File: config.mk
export PLATFORM = sky130hd
export DESIGN_NAME = exec_stall_pipe
export DESIGN_NICKNAME = d
export VERILOG_FILES = /design/src/rtl/pipe6_pkg.sv /design/src/rtl/pipe6_front.sv /design/src/rtl/pipe6_exec_unit.sv /design/src/rtl/pipe6_cyc_counter.sv /design/src/rtl/exec_stall_pipe.sv
export SDC_FILE = /design/constraint.sdc
export NUM_CORES = 1
export LEC_CHECK = 0
export ABC_AREA = 1
export BUFFER_PORTS_ARGS = -buffer_cell sky130_fd_sc_hd__clkbuf_2
export CORE_AREA = 2 2 83 85
export DETAILED_ROUTE_END_ITERATION = 10
export DIE_AREA = 0 0 85 87
export PLACE_DENSITY = 0.58
export SLEW_MARGIN = 25
export SYNTH_ARGS = -nofsm -noshare
export SYNTH_HDL_FRONTEND = slang
export SYNTH_SLANG_ARGS = --single-unit
File: constraint.sdc
create_clock -name clk -period 1.96 [get_ports clk]
set_clock_uncertainty 0.05 [all_clocks]
set_input_delay 0.196 -clock clk [delete_from_list [all_inputs] [get_ports clk]]
set_output_delay 0.196 -clock clk [all_outputs]
set_load 0.05 [all_outputs]
File: src/rtl/pipe6_pkg.sv
`timescale 1ns/1ps
package pipe6_pkg;
  localparam int STAGES      = 6;
  localparam int FRONT_DEPTH = 3;
  typedef enum logic {PH_FIRST = 1'b0, PH_LAST = 1'b1} xphase_t;
endpackage

File: src/rtl/pipe6_front.sv
`timescale 1ns/1ps
// Stages S1..S3: a shift chain that freezes as a whole when hold is set.
module pipe6_front #(
  parameter int TAG_W = 8,
  parameter int DEPTH = 3
) (
  input  logic             clk,
  input  logic             rst_n,
  input  logic             hold,
  input  logic             in_valid,
  input  logic [TAG_W-1:0] in_tag,
  output logic             tail_valid,
  output logic [TAG_W-1:0] tail_tag,
  output logic             any_valid
);
  logic             sv [DEPTH];
  logic [TAG_W-1:0] st [DEPTH];

  for (genvar j = 0; j < DEPTH; j++) begin : g_stage
    logic             nv;
    logic [TAG_W-1:0] nt;
    if (j == 0) begin : g_head
      assign nv = in_valid;
      assign nt = in_tag;
    end else begin : g_body
      assign nv = sv[j-1];
      assign nt = st[j-1];
    end
    always_ff @(posedge clk or negedge rst_n) begin
      if (!rst_n)     sv[j] <= 1'b0;
      else if (!hold) sv[j] <= nv;
    end
    always_ff @(posedge clk) begin
      if (!hold) st[j] <= nt;
    end
  end

  always_comb begin
    any_valid = 1'b0;
    for (int j = 0; j < DEPTH; j++) any_valid = any_valid | sv[j];
  end

  assign tail_valid = sv[DEPTH-1];
  assign tail_tag   = st[DEPTH-1];
endmodule

File: src/rtl/pipe6_exec_unit.sv
`timescale 1ns/1ps
// One execute unit: keeps each instruction for exactly two cycles.
module pipe6_exec_unit
  import pipe6_pkg::*;
#(
  parameter int TAG_W = 8
) (
  input  logic             clk,
  input  logic             rst_n,
  input  logic             start,
  input  logic [TAG_W-1:0] start_tag,
  output logic             busy,
  output logic             last,
  output logic             done,
  output logic [TAG_W-1:0] done_tag,
  output logic             can_take
);
  logic             v_q;
  xphase_t          ph_q;
  logic [TAG_W-1:0] tag_q;

  assign busy     = v_q;
  assign last     = v_q && (ph_q == PH_LAST);
  assign done     = last;
  assign done_tag = tag_q;
  assign can_take = !v_q || last;

  always_ff @(posedge clk or negedge rst_n) begin
    if (!rst_n) begin
      v_q  <= 1'b0;
      ph_q <= PH_FIRST;
    end else if (start) begin
      v_q  <= 1'b1;
      ph_q <= PH_FIRST;
    end else if (last) begin
      v_q  <= 1'b0;
      ph_q <= PH_FIRST;
    end else if (v_q) begin
      ph_q <= PH_LAST;
    end
  end

  always_ff @(posedge clk) begin
    if (start) tag_q <= start_tag;
  end
endmodule

File: src/rtl/pipe6_cyc_counter.sv
`timescale 1ns/1ps
// Batch cycle counter: counts occupied cycles and restarts at a new batch.
module pipe6_cyc_counter #(
  parameter int CNT_W = 16
) (
  input  logic             clk,
  input  logic             rst_n,
  input  logic             batch_start,
  input  logic             occupied,
  output logic [CNT_W-1:0] count
);
  logic first_q;

  always_ff @(posedge clk or negedge rst_n) begin
    if (!rst_n) begin
      first_q <= 1'b0;
      count   <= '0;
    end else begin
      first_q <= batch_start;
      if (occupied) count <= first_q ? CNT_W'(1) : count + CNT_W'(1);
    end
  end
endmodule

File: src/rtl/exec_stall_pipe.sv
`timescale 1ns/1ps
module exec_stall_pipe
  import pipe6_pkg::*;
#(
  parameter int TAG_W      = 8,
  parameter int CNT_W      = 16,
  parameter int EXEC_UNITS = 1
) (
  input  logic             clk,
  input  logic             rst_n,
  input  logic             in_valid,
  output logic             in_ready,
  input  logic [TAG_W-1:0] in_tag,
  output logic             out_valid,
  output logic [TAG_W-1:0] out_tag,
  output logic [CNT_W-1:0] cycle_count
);
  localparam int NU = (EXEC_UNITS > 1) ? 2 : 1;

  logic             s3_valid, front_any, stall, dispatch, in_fire, occ_any;
  logic [TAG_W-1:0] s3_tag;
  logic             sel_q;
  logic [NU-1:0]    u_valid, u_last, u_done, u_take, u_start;
  logic [TAG_W-1:0] u_tag [NU];
  logic             s5_in_v, s5_valid, s6_valid;
  logic [TAG_W-1:0] s5_in_tag, s5_tag, s6_tag;

  assign stall    = s3_valid && !u_take[sel_q];
  assign in_ready = !stall;
  assign in_fire  = in_valid && in_ready;
  assign dispatch = s3_valid && !stall;

  pipe6_front #(.TAG_W(TAG_W), .DEPTH(FRONT_DEPTH)) u_front (
    .clk(clk), .rst_n(rst_n), .hold(stall),
    .in_valid(in_valid), .in_tag(in_tag),
    .tail_valid(s3_valid), .tail_tag(s3_tag), .any_valid(front_any)
  );

  if (NU > 1) begin : g_alt
    always_ff @(posedge clk or negedge rst_n) begin
      if (!rst_n)        sel_q <= 1'b0;
      else if (dispatch) sel_q <= !sel_q;
    end
  end else begin : g_one
    assign sel_q = 1'b0;
  end

  for (genvar u = 0; u < NU; u++) begin : g_unit
    assign u_start[u] = dispatch && (sel_q == 1'(u));
    pipe6_exec_unit #(.TAG_W(TAG_W)) u_exec (
      .clk(clk), .rst_n(rst_n),
      .start(u_start[u]), .start_tag(s3_tag),
      .busy(u_valid[u]), .last(u_last[u]),
      .done(u_done[u]), .done_tag(u_tag[u]), .can_take(u_take[u])
    );
  end

  always_comb begin
    s5_in_v   = 1'b0;
    s5_in_tag = '0;
    for (int u = 0; u < NU; u++) begin
      if (u_done[u]) begin
        s5_in_v   = 1'b1;
        s5_in_tag = s5_in_tag | u_tag[u];
      end
    end
  end

  always_ff @(posedge clk or negedge rst_n) begin
    if (!rst_n) begin
      s5_valid <= 1'b0;
      s6_valid <= 1'b0;
    end else begin
      s5_valid <= s5_in_v;
      s6_valid <= s5_valid;
    end
  end

  always_ff @(posedge clk) begin
    s5_tag <= s5_in_tag;
    s6_tag <= s5_tag;
  end

  assign out_valid = s6_valid;
  assign out_tag   = s6_tag;
  assign occ_any   = front_any || (|u_valid) || s5_valid || s6_valid;

  pipe6_cyc_counter #(.CNT_W(CNT_W)) u_count (
    .clk(clk), .rst_n(rst_n),
    .batch_start(in_fire && !occ_any), .occupied(occ_any),
    .count(cycle_count)
  );
endmodule

==> results.json, run 1 <==
{
  "run_status": "finished clean",
  "final-seq-area_mm2": 0.00188,
  "path_class": "reg -> out",
  "fin_worst_hold_slack_ns": 0.0600,
  "mappedNetlistNets": 228,
  "fraction_of_registers_with_async_set_reset_pct": 33.3,
  "synthesis.yosys.warnings": 0,
  "cts.reportedPaths.clkPinSlew_ns": 0.08,
  "critical_path_fanouts_max": 6,
  "final_min_period_over_clock_period_pct": 87.0,
  "vias": 1547,
  "die_area_mm2": 0.00740,
  "flow.area_growth_from_synthesis_pct": 22.6,
  "detailedRoute.firstPassIterationCount": 4,
  "final_nets": 285,
  "core_region_area_mm2": 0.00657,
  "utilization_pct": 47.3,
  "final-hold-violation-count": 0,
  "ff2ff_setup_slack_ns": 0.45,
  "post-place-cells": 333,
  "hold_path_class": "in -> reg",
  "final_max_slew_viol_count": 0,
  "grt_first_pass_wirelength_um": 6440,
  "port-buffer-count": 36,
  "antenna_found_initial": 0,
  "timing.rr.start": "u_count.count[0]$_DFFE_PN0P_",
  "tritoncts": "built",
  "worst_case_hold_path_end_point": "u_count.first_q$_DFF_PN0_",
  "gate_count_of_the_mapped_netlist": 216,
  "clk_latency_ns": 0.33,
  "power.density_cell_area_mw_per_mm2": 1690,
  "power.combinational.fraction_pct": 29.6,
  "die_height_um": 87,
  "antennaDiodeCount": 0,
  "critPathCaptureType": "output port",
  "worst_ep_arrival_time_ns": 1.46,
  "timing.critical_path.depth": 5,
  "synth-seq-area-share_pct": 74.2,
  "chipWidth_um": 85,
  "worstPathBufferInverterCount": 3,
  "cell_internal_pwr_mw": 3.26,
  "cts.htree.levels": 3,
  "grtUsageTotal_pct": 11.3,
  "avgSynthCellArea_um2": 11.7,
  "rsz_0062_raised_after_global_routing": "no",
  "cts-root-buf": "sky130_fd_sc_hd__clkbuf_8",
  "p_switching_mw": 1.99,
  "most-common-layout-cells": "sky130_fd_sc_hd__nand2_1 (40), sky130_fd_sc_hd__nor2_1 (37), sky130_fd_sc_hd__clkbuf_2 (36)",
  "floorplan.io_pins": 37,
  "pre_cts_slack_ns": 0.465,
  "power_leakage_nw": 1.42,
  "worst_path_dominant_cell_family": "buffers and inverters",
  "post-dp-hpwl_um": 2480,
  "mappedNetlistArea_mm2": 0.00253,
  "critical_path.most_common_cell": "sky130_fd_sc_hd__inv_1",
  "floorplan.initialDensity_pct": 38.6,
  "synth_cell_types": 25,
  "area_of_the_multi_input_gates_um2": 543,
  "max_freq_ghz": 0.586,
  "slew_headroom_pct": 60.5,
  "worst_hold_startpoint": "in_valid",
  "worst_hold_path.num_cells": 3,
  "post-cts-setup-buffers": 0,
  "worstRegToRegCells": 8,
  "totalNegativeSetupSlack_ns": 0,
  "tritoncts.num_buffers": 9,
  "cp_data_required_time_ns": 1.71,
  "synth-main-ff-cell": "sky130_fd_sc_hd__edfxtp_1",
  "routed_via_density": 4.32,
  "overflow": 0,
  "crit_path_top_delay_cell": "sky130_fd_sc_hd__dfrtp_1",
  "placed_area_mm2": 0.00282,
  "final_worst_path_period_need_ns": 1.71,
  "timing.rr.end": "u_count.count[12]$_DFFE_PN0P_",
  "post_route_cells_drive_above_1_share_pct": 23.7,
  "pin_count_of_the_biggest_net_entering_global_routing": 25,
  "power_frac_clock_pct": 21.1,
  "synth_largest_type_area_fraction_pct": 37.9,
  "commonest_non_fill_non_tap_cell_in_the_layout": "sky130_fd_sc_hd__nand2_1",
  "pwr-share-seq_pct": 49.4,
  "ant_nets": 0,
  "setup.worst_path.start_class": "register",
  "routed_wire_length_per_instance_um": 10.2,
  "fill_cells": 585,
  "synth-edff-count": 32,
  "stdcell_count": 358,
  "netlist.top_cell.by_area": "sky130_fd_sc_hd__edfxtp_1",
  "ir_drop_mv": 0.791,
  "sw_frac_of_total_pct": 37.9,
  "gp_routability_congestion": 0.746,
  "total_power_mw": 5.25,
  "first_global_vias": 1407,
  "worstPathCellList": "inv_1 -> nand2_1 -> nor2_2 -> inv_1 -> clkbuf_2",
  "final_area_mm2": 0.00311,
  "number_of_drc_violations_after_detailed_routing": 0,
  "drv_cap": 0,
  "tightestPinTransition_ns": 0.592,
  "detail_route.iter0.violations": 77,
  "fin_ws_ns": 0.255,
  "route.final.wire_length_um": 3650,
  "cts.sink_count": 72,
  "synth_top_cells_by_area": "sky130_fd_sc_hd__edfxtp_1 (38%), sky130_fd_sc_hd__dfrtp_1 (24%), sky130_fd_sc_hd__dfxtp_1 (13%)",
  "cpPeakStageDelay_ns": 0.40,
  "setup_viol": 0,
  "postSynthRegisterBits": 72,
  "standard_cell_rows": 30,
  "cts.path.max_buffers": 2
}
-- routing by layer --
metal  wire length, µm  part of all wire [%]  up-vias  GRT usage (%)
met5                 0                     0        -              0
met4                76                   2.1        0           5.19
met3               212                   5.8        7           4.93
met2              1610                    44       33           16.2
met1              1750                    48      689           14.9
li1                  -                     -      818              -
-- layout make-up --
class | instances | share of cell area [%]
multi-input combinational | 117 | 17.5
clock inverter | 6 | 1.53
clock buffer | 10 | 4.79
inverter | 25 | 3.02
sequential | 72 | 60.5
timing repair buffer | 48 | 9.42
tap | 80 | 3.22
-- Yosys cell counts, types with 2 or more instances --
| master | instances |
|---|---|
| sky130_fd_sc_hd__dfxtp_1 | 16 |
| sky130_fd_sc_hd__dfrtp_1 | 24 |
| sky130_fd_sc_hd__edfxtp_1 | 32 |
| sky130_fd_sc_hd__inv_1 | 24 |
| sky130_fd_sc_hd__a21oi_1 | 8 |
| sky130_fd_sc_hd__nor2_2 | 2 |
| sky130_fd_sc_hd__o21ai_0 | 2 |
| sky130_fd_sc_hd__o21ai_1 | 3 |
| sky130_fd_sc_hd__nor2_1 | 38 |
| sky130_fd_sc_hd__nand3_1 | 12 |
| sky130_fd_sc_hd__nand2_1 | 40 |
| sky130_fd_sc_hd__nand4_1 | 2 |
-- cell families after synthesis --
| logic type | count (synthesis) | synth area share [%] |
|---|---|---|
| AOI/OAI and AO/OA | 17 | 3.85 |
| DFF | 72 | 74.2 |
| and+or+nand+nor | 99 | 17.0 |
| adders and majority gates | 1 | 0.494 |
| buffers and inverters | 27 | 4.44 |
-- tightest hold or removal path: stages --
cell and delay [ns]:
sky130_fd_sc_hd__clkbuf_2 0.09, sky130_fd_sc_hd__nand2_1 0.08, sky130_fd_sc_hd__nor2_1 0.04
-- timing repair --
| action | in CTS | in global routing |
|---|---|---|
| endpoints found under the hold margin | 32 | 0 |
| gates resized for setup | 0 | 1 |
| hold buffers | 9 | 0 |
| setup endpoints to repair | 0 | 1 |
-- power groups by stage --
stage	Sequential, mW	Clock (mW)	Combinational (mW)
2_1_floorplan	3.16	0	0.606
3_3_place_gp	2.61	0	1.54
3_5_place_dp	2.63	0	1.56
4_1_cts	2.60	1.14	1.57
5_1_grt	2.68	1.22	1.70
6_report	2.59	1.11	1.55
-- state kept, by name, indices dropped and copies added, names as in the netlist --
register	count
u_count.count	16
out_tag	8
u_count.first_q	1
s5_tag	8
g_unit.u_exec.ph_q	1
u_front.st	24
g_unit.u_exec.done_tag	8
s5_valid	1
u_front.g_stage.nv	2
g_unit.u_exec.busy	1
u_front.tail_valid	1
out_valid	1
-- how the worst max path moves through the flow --
stage	start	endpoint	slack, ns
after CTS	g_unit[0].u_exec.ph_q$_DFFE_PN0P_	in_ready	0.15
after global routing	g_unit[0].u_exec.ph_q$_DFFE_PN0P_	in_ready	0.08
after floorplan	g_unit[0].u_exec.busy$_DFFE_PN0P_	u_front.st[0][0]$_DFFE_PN_	0.14
final	g_unit[0].u_exec.ph_q$_DFFE_PN0P_	in_ready	0.25
after global placement	u_count.count[0]$_DFFE_PN0P_	u_count.count[12]$_DFFE_PN0P_	0.46
after detailed placement	s5_valid$_DFF_PN0_	u_count.count[6]$_DFFE_PN0P_	0.46
No activity file was read; power rests on OpenSTA's default activity.
==> run 2, diff against run 1 <==
--- a/config.mk
+++ b/config.mk
@@ -11,7 +11,8 @@
 export DETAILED_ROUTE_END_ITERATION = 10
 export DIE_AREA = 0 0 85 87
 export PLACE_DENSITY = 0.58
-export SLEW_MARGIN = 25
+export REMOVE_ABC_BUFFERS = 1
+export SLEW_MARGIN = 20
 export SYNTH_ARGS = -nofsm -noshare
 export SYNTH_HDL_FRONTEND = slang
 export SYNTH_SLANG_ARGS = --single-unit
==> run 2 against run 1 <==
Effect of this change:
- cell count unchanged
- first-iteration DRC count increased by 13%
- sequential share of layout area decreased by 0.39 points
- critical path depth is 1 lower
- critical endpoint unchanged
==> results.json, run 2 (synthesis results as in run 1) <==
{
  "most-common-layout-cells": "sky130_fd_sc_hd__nand2_1 (40), sky130_fd_sc_hd__nor2_1 (38), sky130_fd_sc_hd__clkbuf_2 (36)",
  "vias": 1520,
  "final_max_slew_viol_count": 0,
  "port-buffer-count": 36,
  "flow.area_growth_from_synthesis_pct": 23.4,
  "routed_via_density": 4.25,
  "total_power_mw": 5.38,
  "fill_cells": 595,
  "critical_path_fanouts_max": 10,
  "number_of_drc_violations_after_detailed_routing": 0,
  "clk_latency_ns": 0.33,
  "cts.htree.levels": 3,
  "sw_frac_of_total_pct": 36.3,
  "ir_drop_mv": 0.828,
  "cts-root-buf": "sky130_fd_sc_hd__clkbuf_8",
  "ant_nets": 0,
  "die_area_mm2": 0.00740,
  "grt_first_pass_wirelength_um": 6340,
  "rsz_0062_raised_after_global_routing": "no",
  "regMostFlops": "u_front.st",
  "power_leakage_nw": 1.43,
  "max_freq_ghz": 0.567,
  "final_nets": 285,
  "overflow": 0,
  "p_switching_mw": 1.95,
  "post-dp-hpwl_um": 2340,
  "pwr-share-seq_pct": 48.0,
  "flip_flop_count_of_the_largest_register_all_copies_and_words_added": 24,
  "pin_count_of_the_biggest_net_entering_global_routing": 25,
  "tritoncts.num_buffers": 9,
  "first_global_vias": 1439,
  "worst_ep_arrival_time_ns": 1.52,
  "grtUsageTotal_pct": 11.4,
  "reg_top3": "u_front.st: 24 flops, u_count.count: 16 flops",
  "critPathCaptureType": "output port",
  "power.combinational.fraction_pct": 28.8,
  "cp_data_required_time_ns": 1.71,
  "power.density_cell_area_mw_per_mm2": 1720,
  "standard_cell_rows": 30,
  "floorplan.initialDensity_pct": 38.6,
  "setup_viol": 0,
  "post_route_cells_drive_above_1_share_pct": 23.4,
  "die_height_um": 87,
  "detail_route.iter0.violations": 87,
  "core_region_area_mm2": 0.00657,
  "tightestPinTransition_ns": 0.598,
  "cts.path.max_buffers": 2,
  "path_class": "reg -> out",
  "cell_internal_pwr_mw": 3.43,
  "commonest_non_fill_non_tap_cell_in_the_layout": "sky130_fd_sc_hd__nand2_1",
  "gr-usage-met3_pct": 4.64,
  "totalNegativeSetupSlack_ns": 0,
  "setup.worst_path.start_class": "register",
  "slew_headroom_pct": 60.2,
  "cts.reportedPaths.clkPinSlew_ns": 0.07,
  "cts.sink_count": 72,
  "global_route.usage.met2_pct": 16.1,
  "tritoncts": "built",
  "antennaDiodeCount": 0,
  "hold_path_class": "in -> reg",
  "floorplan.io_pins": 37,
  "detailedRoute.firstPassIterationCount": 4,
  "final_worst_path_period_need_ns": 1.76,
  "power_frac_clock_pct": 23.2,
  "routed_wire_length_per_instance_um": 9.81,
  "gp_routability_congestion": 0.764,
  "final-hold-violation-count": 0,
  "ff2ff_setup_slack_ns": 0.46,
  "run_status": "finished clean",
  "chipWidth_um": 85,
  "grt_util_met1_pct": 14.4,
  "route.final.wire_length_um": 3510,
  "final_min_period_over_clock_period_pct": 90.0,
  "grt-busiest-layer": "met2",
  "antenna_found_initial": 0,
  "drv_cap": 0
}
run 2: critical path: stages (launching register included):
cell	delay (ns)
sky130_fd_sc_hd__dfrtp_1	0.44
sky130_fd_sc_hd__nand2_1	0.11
sky130_fd_sc_hd__nor2_1	0.22
sky130_fd_sc_hd__inv_2	0.16
sky130_fd_sc_hd__clkbuf_2	0.26
run 2: worst paths after layout:
kind	startpoint	end	cells past startpoint
setup / recovery	g_unit[0].u_exec.busy$_DFFE_PN0P_	in_ready	4
min in group asynchronous	rst_n	u_count.count[2]$_DFFE_PN0P_	2
setup reg to reg	s5_valid$_DFF_PN0_	u_count.count[3]$_DFFE_PN0P_	5
hold / removal	in_valid	u_count.first_q$_DFF_PN0_	3
hold reg to reg	s5_tag[4]$_SDFF_PN0_	out_tag[4]$_DFF_P_	0
max in group asynchronous	rst_n	u_front.tail_valid$_DFFE_PN0N_	2
run 2: repair_timing:
action / 4_1_cts / 5_1_grt
hold buffers: 9 / 0
endpoints found under the setup margin: 0 / 1
hold endpoints to repair: 32 / 0
gates resized for setup: 0 / 1
setup buffers: 0 / 0
run 2: power groups by stage:
stage	Sequential, mW	Combinational [mW]	Clock (mW)
final	2.59	1.55	1.25
after global routing	2.67	1.71	1.35
after CTS	2.60	1.57	1.29
after detailed placement	2.63	1.56	0
after global placement	2.61	1.54	0
after floorplan	3.16	0.600	0
run 2: cell type report:
| type | instances | area [µm²] | share of cell area, % |
|---|---|---|---|
| multi-input cells | 117 | 541 | 17.3 |
| repair buffers | 48 | 293 | 9.36 |
| clock buffers | 9 | 124 | 3.96 |
| well taps | 80 | 100 | 3.20 |
| flip-flops and latches | 72 | 1880 | 60.2 |
| inverters | 25 | 93.8 | 3.00 |
| clock inverters | 7 | 95.1 | 3.04 |
run 2: metrics by stage:
step	setup slack [ns]	instance area (µm²)	utilization (%)	hold slack, ns	instances
2_1_floorplan	0.137	2520	-	-0.150	214
3_3_place_gp	0.460	2820	42.9	0.183	333
3_5_place_dp	0.444	2820	42.9	0.193	333
4_1_cts	0.0752	3130	47.6	0.0287	358
5_1_grt	0.0812	3130	47.6	0.0541	358
6_report	0.197	3130	47.6	0.0433	358
run 2: metal layers:
layer	wire (µm)	up-vias
met4	85	0
li1	-	813
met5	0	-
met2	1600	29
met1	1660	670
met3	173	8
==> run 3, diff against run 2 <==
--- a/config.mk
+++ b/config.mk
@@ -5,9 +5,9 @@
 export SDC_FILE = /design/constraint.sdc
 export NUM_CORES = 1
 export LEC_CHECK = 0
-export ABC_AREA = 1
 export BUFFER_PORTS_ARGS = -buffer_cell sky130_fd_sc_hd__clkbuf_2
 export CORE_AREA = 2 2 83 85
+export CTS_CLUSTER_DIAMETER = 60
 export DETAILED_ROUTE_END_ITERATION = 10
 export DIE_AREA = 0 0 85 87
 export PLACE_DENSITY = 0.58
==> run 3 against run 2 <==
Effect of this change:
- sequential share of layout area rose by 0.47 points
- critical path type is now reg -> reg
- critical endpoint is now u_count.count[15]$_DFFE_PN0P_
- area after synthesis hardly changed
- fmax fell by 2.6%
- die area unchanged
==> results.json, run 3 <==
{
  "power_leakage_nw": 1.28,
  "final_worst_path_period_need_ns": 1.81,
  "gate_count_of_the_mapped_netlist": 175,
  "port-buffer-count": 36,
  "final_area_mm2": 0.00311,
  "post-dp-hpwl_um": 2570,
  "clk_latency_ns": 0.33,
  "route.final.wire_length_um": 3890,
  "slew_headroom_pct": 60.6,
  "cpPeakStageDelay_ns": 0.62,
  "antennaDiodeCount": 0,
  "cts.path.max_buffers": 2,
  "final_min_period_over_clock_period_pct": 92.3,
  "synth.cells.most_frequent": "sky130_fd_sc_hd__edfxtp_1 (32), sky130_fd_sc_hd__dfrtp_1 (24), sky130_fd_sc_hd__dfxtp_1 (16), sky130_fd_sc_hd__a21oi_1 (11), sky130_fd_sc_hd__nand2_1 (11)",
  "worst_hold_path.num_cells": 2,
  "commonest_non_fill_non_tap_cell_in_the_layout": "sky130_fd_sc_hd__clkbuf_2",
  "tightestPinTransition_ns": 0.591,
  "post_route_cells_drive_above_1_share_pct": 26.1,
  "standard_cell_rows": 30,
  "power.density_cell_area_mw_per_mm2": 1730,
  "post-cts-setup-buffers": 0,
  "pre_cts_slack_ns": 0.0892,
  "grtUsageTotal_pct": 11.5,
  "synthMostInstantiatedCell": "sky130_fd_sc_hd__edfxtp_1",
  "antenna_found_initial": 0,
  "gp_routability_congestion": 0.829,
  "utilization_pct": 47.3,
  "critPathCaptureType": "register",
  "routed_wire_length_per_instance_um": 12.4,
  "hold_path_class": "in -> reg",
  "worstPathBufferInverterCount": 0,
  "fraction_of_registers_with_async_set_reset_pct": 33.3,
  "totalNegativeSetupSlack_ns": 0,
  "worst_ep_arrival_time_ns": 1.98,
  "grt_first_pass_wirelength_um": 6580,
  "flip_flop_count_of_the_largest_register_all_copies_and_words_added": 24,
  "die_height_um": 87,
  "first_global_vias": 1432,
  "area_of_the_multi_input_gates_um2": 608,
  "cts-root-buf": "sky130_fd_sc_hd__clkbuf_8",
  "ir_drop_mv": 0.964,
  "mappedNetlistArea_mm2": 0.00254,
  "worst_case_hold_path_end_point": "u_front.g_stage[1].nv$_DFFE_PN0N_",
  "rsz_0062_raised_after_global_routing": "no",
  "fill_cells": 568,
  "synth_largest_type_area_fraction_pct": 37.9,
  "timing.rr.end": "u_count.count[15]$_DFFE_PN0P_",
  "detailedRoute.firstPassIterationCount": 4,
  "number_of_drc_violations_after_detailed_routing": 0,
  "synth_cell_types": 38,
  "floorplan.initialDensity_pct": 38.6,
  "setup_viol": 0,
  "cts.htree.levels": 3,
  "fin_ws_ns": 0.150,
  "routed_via_density": 4.77,
  "postSynthRegisterBits": 72,
  "detail_route.iter0.violations": 64,
  "ant_nets": 0,
  "final_nets": 241,
  "final_max_slew_viol_count": 0,
  "post-place-cells": 289,
  "synthesis.yosys.warnings": 0,
  "worst_hold_startpoint": "in_valid",
  "cts.sink_count": 72,
  "floorplan.io_pins": 37,
  "synth_top_cells_by_area": "sky130_fd_sc_hd__edfxtp_1 (38%), sky130_fd_sc_hd__dfrtp_1 (24%), sky130_fd_sc_hd__dfxtp_1 (13%)",
  "path_class": "reg -> reg",
  "worst_path_dominant_cell_family": "simple AND/OR/NAND/NOR gates",
  "final-hold-violation-count": 0,
  "worstRegToRegCells": 4,
  "synth-main-ff-cell": "sky130_fd_sc_hd__edfxtp_1",
  "overflow": 0,
  "synth-seq-area-share_pct": 74.2,
  "cp_data_required_time_ns": 2.13,
  "most-common-layout-cells": "sky130_fd_sc_hd__clkbuf_2 (36), sky130_fd_sc_hd__edfxtp_1 (32), sky130_fd_sc_hd__dfrtp_1 (22)",
  "pin_count_of_the_biggest_net_entering_global_routing": 25,
  "stdcell_count": 314,
  "drv_cap": 0,
  "final-seq-area_mm2": 0.00188,
  "tritoncts": "built",
  "reg_top3": "u_front.st: 24 flops, u_count.count: 16 flops",
  "netlist.top_cell.by_area": "sky130_fd_sc_hd__edfxtp_1",
  "run_status": "finished clean",
  "synth-edff-count": 32,
  "worstPathCellList": "or4_4 -> nor2_8 -> nor3_1 -> a221o_1",
  "chipWidth_um": 85,
  "core_region_area_mm2": 0.00657,
  "crit_path_top_delay_cell": "sky130_fd_sc_hd__or4_4",
  "flow.area_growth_from_synthesis_pct": 22.5,
  "timing.rr.start": "u_front.g_stage[2].nv$_DFFE_PN0N_",
  "die_area_mm2": 0.00740,
  "setup.worst_path.start_class": "register",
  "cts.reportedPaths.clkPinSlew_ns": 0.07,
  "placed_area_mm2": 0.00280,
  "avgSynthCellArea_um2": 14.5,
  "regMostFlops": "u_front.st",
  "max_freq_ghz": 0.553,
  "vias": 1498,
  "ff2ff_setup_slack_ns": 0.15,
  "critical_path_fanouts_max": 18,
  "tritoncts.num_buffers": 9
}
run 3: cell count changes after synthesis, sizes merged, moves of 5 or more:
cell and change:
o31ai +6, o21ai +6, nand2 -31, nand3 -9, inv -24, or4 +5
nor2 -35, and3 +10
run 3: worst max path at each step:
stage	start	to	slack, ns	cells after the start
2_1_floorplan	g_unit[0].u_exec.ph_q$_DFFE_PN0P_	u_front.g_stage[1].nv$_DFFE_PN0N_	-0.37	2
3_3_place_gp	u_count.count[0]$_DFFE_PN0P_	u_count.count[14]$_DFFE_PN0P_	0.17	5
3_5_place_dp	u_count.count[0]$_DFFE_PN0P_	u_count.count[12]$_DFFE_PN0P_	0.09	5
4_1_cts	u_count.count[0]$_DFFE_PN0P_	u_count.count[10]$_DFFE_PN0P_	0.10	5
5_1_grt	u_count.count[1]$_DFFE_PN0P_	u_count.count[14]$_DFFE_PN0P_	0.02	5
6_report	u_front.g_stage[2].nv$_DFFE_PN0N_	u_count.count[15]$_DFFE_PN0P_	0.15	4
run 3: cells by family after synthesis:
family                   share of synthesized area [%]
adder cells (fa/ha/maj)                          0.493
AND/OR/NAND/NOR                                   14.2
multiplexers                                     0.888
XOR/XNOR                                         0.345
AO/OA/AOI/OAI                                     8.09
flip-flops                                        74.2
buffers and inverters                             1.83
run 3: per-stage QoR:
stage | hold WS, ns | total power [mW]
after floorplan | -0.150 | 3.76
after global placement | 0.186 | 4.17
after detailed placement | 0.185 | 4.20
after CTS | 0.0579 | 5.44
after global routing | 0.0614 | 5.70
final | 0.0699 | 5.39
run 3: per-layer routing:
metal	track usage [%]	wire length, µm	up-vias
li1	-	-	764
met1	15.0	1860	701
met2	17.3	1830	27
met3	3.89	138	6
met4	5.63	57	0
met5	0	0	-
run 3: where the power goes:
group	switching (mW)	internal (mW)
combinational	1.09	0.392
sequential	0.300	2.39
clock	0.504	0.710
total	1.90	3.49
run 3: cell type report:
type / count / area share, %
clock buffer: 10 / 4.11
clock inverter: 6 / 2.70
inverter: 1 / 0.121
multi-input combinational: 96 / 19.6
sequential: 72 / 60.6
tap: 80 / 3.22
timing repair buffer: 49 / 9.66
run 3: what timing repair did:
action,4_1_cts,5_1_grt
hold buffers,9,0
endpoints found under the hold margin,32,0
setup endpoints to repair,0,3
resized for setup,0,2
